[src/rtl/pause_tx_pkg.sv]
package pause_tx_pkg;

  localparam int MODE_W = 2;

  typedef enum logic [MODE_W-1:0] {
    MODE_OFF       = 2'b00,
    MODE_ONCE      = 2'b01,
    MODE_PERIODIC  = 2'b10,
    MODE_ONCE_ZERO = 2'b11
  } fcMode_e;

  // Strobes from control to datapath, valid for one cycle.
  typedef struct packed {
    logic issue;      // capture a new outgoing pause value
    logic zeroVal;    // captured value is forced to zero
    logic reloadCnt;  // restart the periodic interval counter
    logic clearMode;  // hardware return of the mode field to off
  } ctrlStrobe_t;

endpackage

[src/rtl/pause_tx_dp.sv]
module pause_tx_dp
  import pause_tx_pkg::*;
#(
  parameter int VAL_W        = 16,
  parameter int STATUS_W     = 8,
  parameter int RELOAD_SHIFT = 1
) (
  input  logic                clk,
  input  logic                rstN,
  input  logic                cfgWrEn,
  input  logic [MODE_W-1:0]   cfgWrMode,
  input  logic                pauseValWrEn,
  input  logic [VAL_W-1:0]    pauseValWrData,
  input  logic                fullDuplex,
  input  logic                quantaTick,
  input  ctrlStrobe_t         strobe,
  output fcMode_e             mode,
  output logic                cntZero,
  output logic [VAL_W-1:0]    pauseValue,
  output logic [STATUS_W-1:0] statusRd
);

  localparam int DUPLEX_BIT = MODE_W;

  logic [VAL_W-1:0] pauseValReg;
  logic [VAL_W-1:0] intervalCnt;
  logic [VAL_W-1:0] outVal;

  // Host mode field; host writes win over the hardware clear.
  always_ff @(posedge clk) begin
    if (!rstN) begin
      mode <= MODE_OFF;
    end else if (cfgWrEn) begin
      mode <= fcMode_e'(cfgWrMode);
    end else if (strobe.clearMode) begin
      mode <= MODE_OFF;
    end
  end

  always_ff @(posedge clk) begin
    if (!rstN) begin
      pauseValReg <= '0;
    end else if (pauseValWrEn) begin
      pauseValReg <= pauseValWrData;
    end
  end

  // Interval counter, only alive in periodic mode.
  always_ff @(posedge clk) begin
    if (!rstN) begin
      intervalCnt <= '0;
    end else if (mode != MODE_PERIODIC) begin
      intervalCnt <= '0;
    end else if (strobe.reloadCnt) begin
      intervalCnt <= pauseValReg >> RELOAD_SHIFT;
    end else if (quantaTick && (intervalCnt != '0)) begin
      intervalCnt <= intervalCnt - 1'b1;
    end
  end

  assign cntZero = (intervalCnt == '0);

  // Value presented with the request, frozen until the next issue.
  always_ff @(posedge clk) begin
    if (!rstN) begin
      outVal <= '0;
    end else if (strobe.issue) begin
      outVal <= strobe.zeroVal ? '0 : pauseValReg;
    end
  end

  assign pauseValue = outVal;

  always_comb begin
    statusRd                = '0;
    statusRd[MODE_W-1:0]    = mode;
    statusRd[DUPLEX_BIT]    = fullDuplex;
  end

endmodule

[src/rtl/pause_tx_ctrl.sv]
module pause_tx_ctrl
  import pause_tx_pkg::*;
(
  input  logic        clk,
  input  logic        rstN,
  input  logic        cfgWrEn,
  input  logic        fullDuplex,
  input  logic        txPauseEn,
  input  logic        pauseGnt,
  input  fcMode_e     mode,
  input  logic        cntZero,
  output ctrlStrobe_t strobe,
  output logic        pauseReq,
  output logic        hdFlowOn
);

  logic    pending;
  fcMode_e launched;
  logic    allowed;
  logic    wantFrame;
  logic    issueNow;
  logic    served;
  logic    oneShot;

  assign allowed = fullDuplex && txPauseEn;

  always_comb begin
    unique case (mode)
      MODE_ONCE, MODE_ONCE_ZERO: wantFrame = 1'b1;
      MODE_PERIODIC:             wantFrame = cntZero;
      default:                   wantFrame = 1'b0;
    endcase
  end

  assign issueNow = !pending && allowed && wantFrame;
  assign served   = pending && pauseGnt;
  assign oneShot  = (launched == MODE_ONCE) || (launched == MODE_ONCE_ZERO);

  always_ff @(posedge clk) begin
    if (!rstN) begin
      pending  <= 1'b0;
      launched <= MODE_OFF;
    end else if (issueNow) begin
      pending  <= 1'b1;
      launched <= mode;
    end else if (served) begin
      pending  <= 1'b0;
    end
  end

  always_comb begin
    strobe.issue     = issueNow;
    strobe.zeroVal   = (mode == MODE_ONCE_ZERO);
    strobe.reloadCnt = served && (launched == MODE_PERIODIC);
    // Clear only if the host has left the launching code in place.
    strobe.clearMode = served && oneShot && (mode == launched) && !cfgWrEn;
  end

  assign pauseReq = pending;
  assign hdFlowOn = !fullDuplex && mode[0];

endmodule

[src/rtl/pause_tx_sched.sv]
module pause_tx_sched
  import pause_tx_pkg::*;
#(
  parameter int VAL_W        = 16,
  parameter int STATUS_W     = 8,
  parameter int RELOAD_SHIFT = 1
) (
  input  logic                clk,
  input  logic                rstN,
  input  logic                cfgWrEn,
  input  logic [1:0]          cfgWrMode,
  input  logic                pauseValWrEn,
  input  logic [VAL_W-1:0]    pauseValWrData,
  input  logic                fullDuplex,
  input  logic                txPauseEn,
  input  logic                quantaTick,
  input  logic                pauseGnt,
  output logic                pauseReq,
  output logic [VAL_W-1:0]    pauseValue,
  output logic [STATUS_W-1:0] statusRd,
  output logic                hdFlowOn
);

  ctrlStrobe_t strobe;
  fcMode_e     mode;
  logic        cntZero;

  pause_tx_ctrl ctrl_i (
    .clk        (clk),
    .rstN       (rstN),
    .cfgWrEn    (cfgWrEn),
    .fullDuplex (fullDuplex),
    .txPauseEn  (txPauseEn),
    .pauseGnt   (pauseGnt),
    .mode       (mode),
    .cntZero    (cntZero),
    .strobe     (strobe),
    .pauseReq   (pauseReq),
    .hdFlowOn   (hdFlowOn)
  );

  pause_tx_dp #(
    .VAL_W        (VAL_W),
    .STATUS_W     (STATUS_W),
    .RELOAD_SHIFT (RELOAD_SHIFT)
  ) dp_i (
    .clk            (clk),
    .rstN           (rstN),
    .cfgWrEn        (cfgWrEn),
    .cfgWrMode      (cfgWrMode),
    .pauseValWrEn   (pauseValWrEn),
    .pauseValWrData (pauseValWrData),
    .fullDuplex     (fullDuplex),
    .quantaTick     (quantaTick),
    .strobe         (strobe),
    .mode           (mode),
    .cntZero        (cntZero),
    .pauseValue     (pauseValue),
    .statusRd       (statusRd)
  );

endmodule

[config.mk]
export PLATFORM = sky130hd
export DESIGN_NAME = pause_tx_sched
export DESIGN_NICKNAME = d
export VERILOG_FILES = /design/src/rtl/pause_tx_pkg.sv /design/src/rtl/pause_tx_dp.sv /design/src/rtl/pause_tx_ctrl.sv /design/src/rtl/pause_tx_sched.sv
export SDC_FILE = /design/constraint.sdc
export NUM_CORES = 1
export LEC_CHECK = 0
export BUFFER_PORTS_ARGS = -buffer_cell sky130_fd_sc_hd__buf_2
export CORE_MARGIN = 2
export CORE_UTILIZATION = 50
export DETAILED_ROUTE_END_ITERATION = 10
export PLACE_DENSITY_LB_ADDON = 0.2
export SYNTH_ARGS = -nofsm -noshare
export SYNTH_HDL_FRONTEND = slang
export SYNTH_HIERARCHICAL = 1
export SYNTH_SLANG_ARGS = --single-unit
[constraint.sdc]
create_clock -name clk -period 3.2 [get_ports clk]
set_clock_uncertainty 0.15 [all_clocks]
set_input_delay 0.48 -clock clk [delete_from_list [all_inputs] [get_ports clk]]
set_output_delay 0.48 -clock clk [all_outputs]
set_load 0.01 [all_outputs]
Word-level counts from Yosys, hierarchy flattened
Cells that the tools add are included.
{"block": "classes", "n_addsub": 1, "mul": 0, "div_mod_pow": 0, "order_cmp": 0, "eq_ne": 8, "shift": 0, "n_mux": 8, "n_bitwise": 1, "reduce_logical": 22}
{"op": "$mux W15", "n": 2}
{"op": "$logic_not A16 Y1", "n": 1}
{"op": "$mux W16", "n": 1}
{"op": "$reduce_bool A16 Y1", "n": 1}
{"op": "$sub A16 B1 Y16 const B", "n": 1}
{"op": "$logic_and A1 B1 Y1", "n": 10}
{"op": "$eq A2 B2 Y1 const B", "n": 4}
{"op": "$reduce_bool A2 Y1", "n": 3}
{"op": "$eq A2 B1 Y1 const B", "n": 2}
{"op": "$mux W2", "n": 2}
{"op": "$reduce_or A2 Y1", "n": 2}
{"op": "$logic_not A1 Y1", "n": 3}
{"op": "$reduce_or A3 Y1", "n": 1}
{"op": "$eq A2 B2 Y1", "n": 1}
{"op": "$mux W1", "n": 2}
{"op": "$ne A2 B2 Y1 const B", "n": 1}
{"op": "$pmux W1 S2", "n": 1}
{"op": "$logic_or A1 B1 Y1", "n": 1}
{"op": "$not A1 Y1", "n": 1}
{"block": "word_totals", "regBits": 53, "latchBits": 0, "ramBits": 0, "rom_bits": 0, "inputBits": 26, "output_inout_bits": 26, "word_cells": 47, "memories": 0}

Logic depth before layout (Yosys ltp)
{"block": "logic_depth", "ltp_word": 7, "mapped_depth": 14, "ltp_nobuf": 11}

Modules after synthesis
The synthesis kept the hierarchy.
{"module": "pause_tx_dp", "instances": 1, "cells_each": 276, "area_per_inst_um2": 2403.6, "seq_area_each_um2": 1001.0}
{"module": "pause_tx_ctrl", "instances": 1, "cells_each": 22, "area_per_inst_um2": 185.2, "seq_area_each_um2": 60.1}

Worst setup path before layout
No wires, ideal clock.
{"block": "synth_path", "kind": "register to register", "start": "reg dp_i.intervalCnt[0]", "end": "reg dp_i.outVal[10] (netlist: dp_i/pauseValue[10])", "setup_ns": 0.115, "arrival_ns": 2.287, "t_required_ns": 2.935, "path_slack_ns": 0.649, "path_stages_with_launch": 14, "path_buffers": 3, "synth_period_minus_slack_ns": 2.551, "path_cell_list": "dfxtp_1 > inv_1 > ha_1 > nor3b_2 > and4b_1 > buf_6 > nand2_1 > inv_1 > a21oi_1 > nor3_2 > buf_4 > clkbuf_1 > o22ai_1 > and2_1"}
{"block": "synth_via", "elab_chain_len": 3}
{"element": "start, declared", "line": "pause_tx_dp.sv:26", "source": "logic [VAL_W-1:0] intervalCnt;"}
{"element": "start signal, assigned", "line": "pause_tx_dp.sv:55", "source": "intervalCnt <= pauseValReg >> RELOAD_SHIFT;"}
{"element": "start signal, assigned", "line": "pause_tx_dp.sv:57", "source": "intervalCnt <= intervalCnt - 1'b1;"}
{"element": "$logic_not A16 Y1", "line": "pause_tx_dp.sv:61", "source": "assign cntZero = (intervalCnt == '0);"}
{"element": "named net cntZero", "line": "pause_tx_sched.sv:26", "source": "logic cntZero;"}
{"element": "$pmux W1 S2", "line": "pause_tx_ctrl.sv:28", "source": "unique case (mode)"}
{"element": "$logic_and A1 B1 Y1", "line": "pause_tx_ctrl.sv:35", "source": "assign issueNow = !pending && allowed && wantFrame;"}
{"element": "named net ctrl_i.issueNow", "line": "pause_tx_ctrl.sv:21", "source": "logic issueNow;"}
{"element": "end signal, assigned", "line": "pause_tx_dp.sv:68", "source": "outVal <= strobe.zeroVal ? '0 : pauseValReg;"}
{"element": "end, declared", "line": "pause_tx_dp.sv:27", "source": "logic [VAL_W-1:0] outVal;"}
The timed path passes the listed nets, and every way through them passes these cells.
A chain may end at the register's enable or synchronous reset.

==> metrics.md <==
| Metric | Value |
|---|---|
| Status | complete, no violations |
| Largest net degree at the start of global routing | 39 |
| RSZ-0062 raised after global routing | no |
| Total CTS buffers | 5 |
| Post-route cell area | 2940 µm² |
| Avg Inst Size Synth | 8.69 µm² |
| Top cells by area, synth | dfxtp_1 41%, mux2i_1 6.2%, nor2b_1 4.6% |
| #FFs+latches synth | 53 |
| Placer Congestion | 0.781 |
| Post CTS Setup Buffer Count | 0 |
| Most frequent cells in the layout | 53 x dfxtp_1, 46 x buf_2, 24 x nand2_1 |
| DP Wirelength | 3.65 mm |
| Critical Path RT | 3.25 ns |
| DRC violations left | 0 |
| Reg2Reg Depth | 12 |
| Port bufs | 46 |
| Initial antenna violation count | 0 |
| DR pass1 iterations | 4 |
| Worst reg2reg path startpoint | dp_i/intervalCnt[0] |
| H-tree Lvls | 2 |
| Hold EP | dp_i/pauseValReg[9] |
| FF-to-FF End | dp_i/pauseValue[5] |
| Critical path launch point type | flop |
| Hold path depth | 3 |
| Die area | roughly 5800 µm² |
| Hold slack | between 0.2 and 0.3 ns |
| Placed instance count | 397 |
| Actual slew at the worst max-slew pin | 0.667 ns |
| Seq/Total Area, Yosys | 0.410 |
| Netlist Area Pre-Place | 2590 µm² |
| Leakage | approximately 1.2 nW |
| I/O pins | 52 |
| First-pass GRT wire length | roughly 8.6 mm |
| Hold wc startpoint | pauseValWrData[9] |
| Minimum clock period | 2.63 ns |
| Relative slew slack | 0.555 |
| Placed cell area | 2820 µm² |
| Drt wl/cell | 12.5 µm |
| Vias in the first global route | approximately 1,800 |
| Drt initial violations | between 150 and 200 |
| Pwr Total | 1.25 mW |
| Worst setup EP type | flop |
| Synth warn | 6 |
| Nets | 361 |
| Initial Utilization | 0.513 |
| Cts hold-fix bufs | 0 |
| Max IR drop VDD | 0.295 mV |
| Root Driver | clkbuf_8 |
| Number of cells produced by synthesis | between 200 and 300 |
| Final Cycle Share | 0.821 |
| Grt ovf | 0 |
| Final Hold Fails | 0 |
| Via count | approximately 2,100 |
| CTS tree | yes |
| Power Dens Cells | around 430 nW/µm² |
| Critical path class | reg2reg |
| Final Max Slew Viols | 0 |
| Filler cell count in the final layout | 477 |
| Critical path data arrival time | 2.68 ns |
| FF-to-FF setup slack | 0.57 ns |
| Avg Vias per Cell | approximately 5.1 |
| TNS Setup | 0 ns |
| Area growth, synth to finish | 13.5% |
| Leading cell type in the layout, fill and taps excluded | dfxtp_1 |
| Crit Path Max Fanout | 34 |
| Post-CTS sizing | 0 |
| GRT Total Usage | 0.179 |
| Post-synth top area cell | dfxtp_1 |
| Max-cap violations | 0 |
| WL final | 5.06 mm |
| Antenna Nets Post-Route | 0 |
| Fmax | 381 MHz |
| Synth top area share | 0.410 |
| Sinks on Clock Net | 53 |
| Number of library cell types mapped by synthesis | 42 |
| Hold Crit Class | in2reg |
| Core area | 5040 µm² |
| Layout cells sized above 1 | 0.200 |
| Cell Count, Final, Fillers Out | about 410 |
| Die Span Y | 76.0 µm |
| # rows | 26 |
| CTS Buffer Depth | 2 |
| CTS clk-pin slew, worst paths | approximately 0.09 ns |
| Die Wd | 76.0 µm |
| Diodes inserted | 0 |
| Setup violations, final | 0 |
| Worst-Skew Late Latency | about 0.30 ns |
cell usage after synthesis, drive strengths merged:
cell type	n
clkbuf	14
mux2	1
inv	21
or2	1
nor2	4
xnor2	9
a31oi	2
o22ai	17
nand3b	2
or3	4
o21ai	14
nor3	8
a211oi	3
and2b	1
nor3b	5
xor2	5
nand2b	2
nand3	5
a21oi	22
nor2b	19
o41ai	1
conb	1
nand4b	3
o21a	1
and2	17
mux2i	16
o211ai	1
nand4	4
ha	1
and4b	2
a2111oi	1
nor4	3
buf	11
nand2	24
dfxtp	53
power breakdown:
part | internal (mW) | switching [mW] | leakage [nW] | total, mW
combinational | 0.0420 | 0.0488 | 0.713 | 0.0907
sequential | 0.676 | 0.0156 | 0.431 | 0.692
clock | 0.255 | 0.213 | 0.0585 | 0.469
total | 0.973 | 0.278 | 1.20 | 1.25
cells by family (layout without fill, tap and decap cells):
| family | after synthesis | after routing | synth area share |
|---|---|---|---|
| simple gates | 104 | 104 | 0.246 |
| compound gates | 62 | 62 | 0.141 |
| flops | 53 | 53 | 0.410 |
| buf+inv | 46 | 79 | 0.0831 |
| mux | 17 | 17 | 0.0662 |
| xor+xnor | 14 | 14 | 0.0474 |
| fa+ha+maj | 1 | 1 | 0.00483 |
| other cells | 1 | 5 | 0.00145 |
metal layers:
layer / vias to the layer above / track usage / wire (µm)
li1: 1080 / - / -
met1: 965 / 0.261 / 2650
met2: 38 / 0.273 / 2180
met3: 2 / 0.0405 / 207
met4: 0 / 0.0400 / 25
met5: - / 0 / 0
sequential cells by signal, summed over array words and instances (netlist names):
signal,flops
ctrl_i/pauseReq,1
ctrl_i/launched,2
dp_i/intervalCnt,16
dp_i/pauseValReg,16
dp_i/mode,2
dp_i/pauseValue,16
critical path, stage by stage (launching register included):
cell	delay [ns]
dfxtp_1	0.34
inv_1	0.09
ha_1	0.16
nor3b_2	0.16
buf_4	0.17
and4b_1	0.41
nand2_1	0.09
inv_1	0.07
a21oi_1	0.09
nor3_4	0.12
buf_4	0.32
o22ai_1	0.14
and2_1	0.19
layout make-up:
type | count | area (µm²) | area share
tap | 70 | 87.6 | 0.0298
timing repair buffer | 50 | 260 | 0.0886
sequential | 53 | 1060 | 0.361
multi-input combinational | 203 | 1330 | 0.454
inverter | 21 | 78.8 | 0.0268
clock buffer | 7 | 86.3 | 0.0294
clock inverter | 1 | 30.0 | 0.0102
per-stage QoR:
stage,util,worst slack (ns)
2_1_floorplan,-,0.649
3_3_place_gp,0.560,0.662
3_5_place_dp,0.560,0.608
4_1_cts,0.583,0.584
5_1_grt,0.583,0.317
6_report,0.583,0.574
how the worst max path moves through the flow:
| stage | startpoint | endpoint | slack [ns] | depth (start not counted) |
|---|---|---|---|---|
| finish | dp_i/intervalCnt[0] | dp_i/pauseValue[5] | 0.57 | 12 |
| global route | dp_i/intervalCnt[0] | dp_i/pauseValue[8] | 0.32 | 13 |
| CTS | dp_i/intervalCnt[0] | dp_i/pauseValue[5] | 0.58 | 12 |
| detailed placement | dp_i/intervalCnt[0] | dp_i/pauseValue[5] | 0.61 | 12 |
| global placement | dp_i/intervalCnt[0] | dp_i/pauseValue[10] | 0.66 | 12 |
| floorplan | dp_i/intervalCnt[0] | dp_i/pauseValue[10] | 0.65 | 13 |
(Power assumes the default switching activity.)
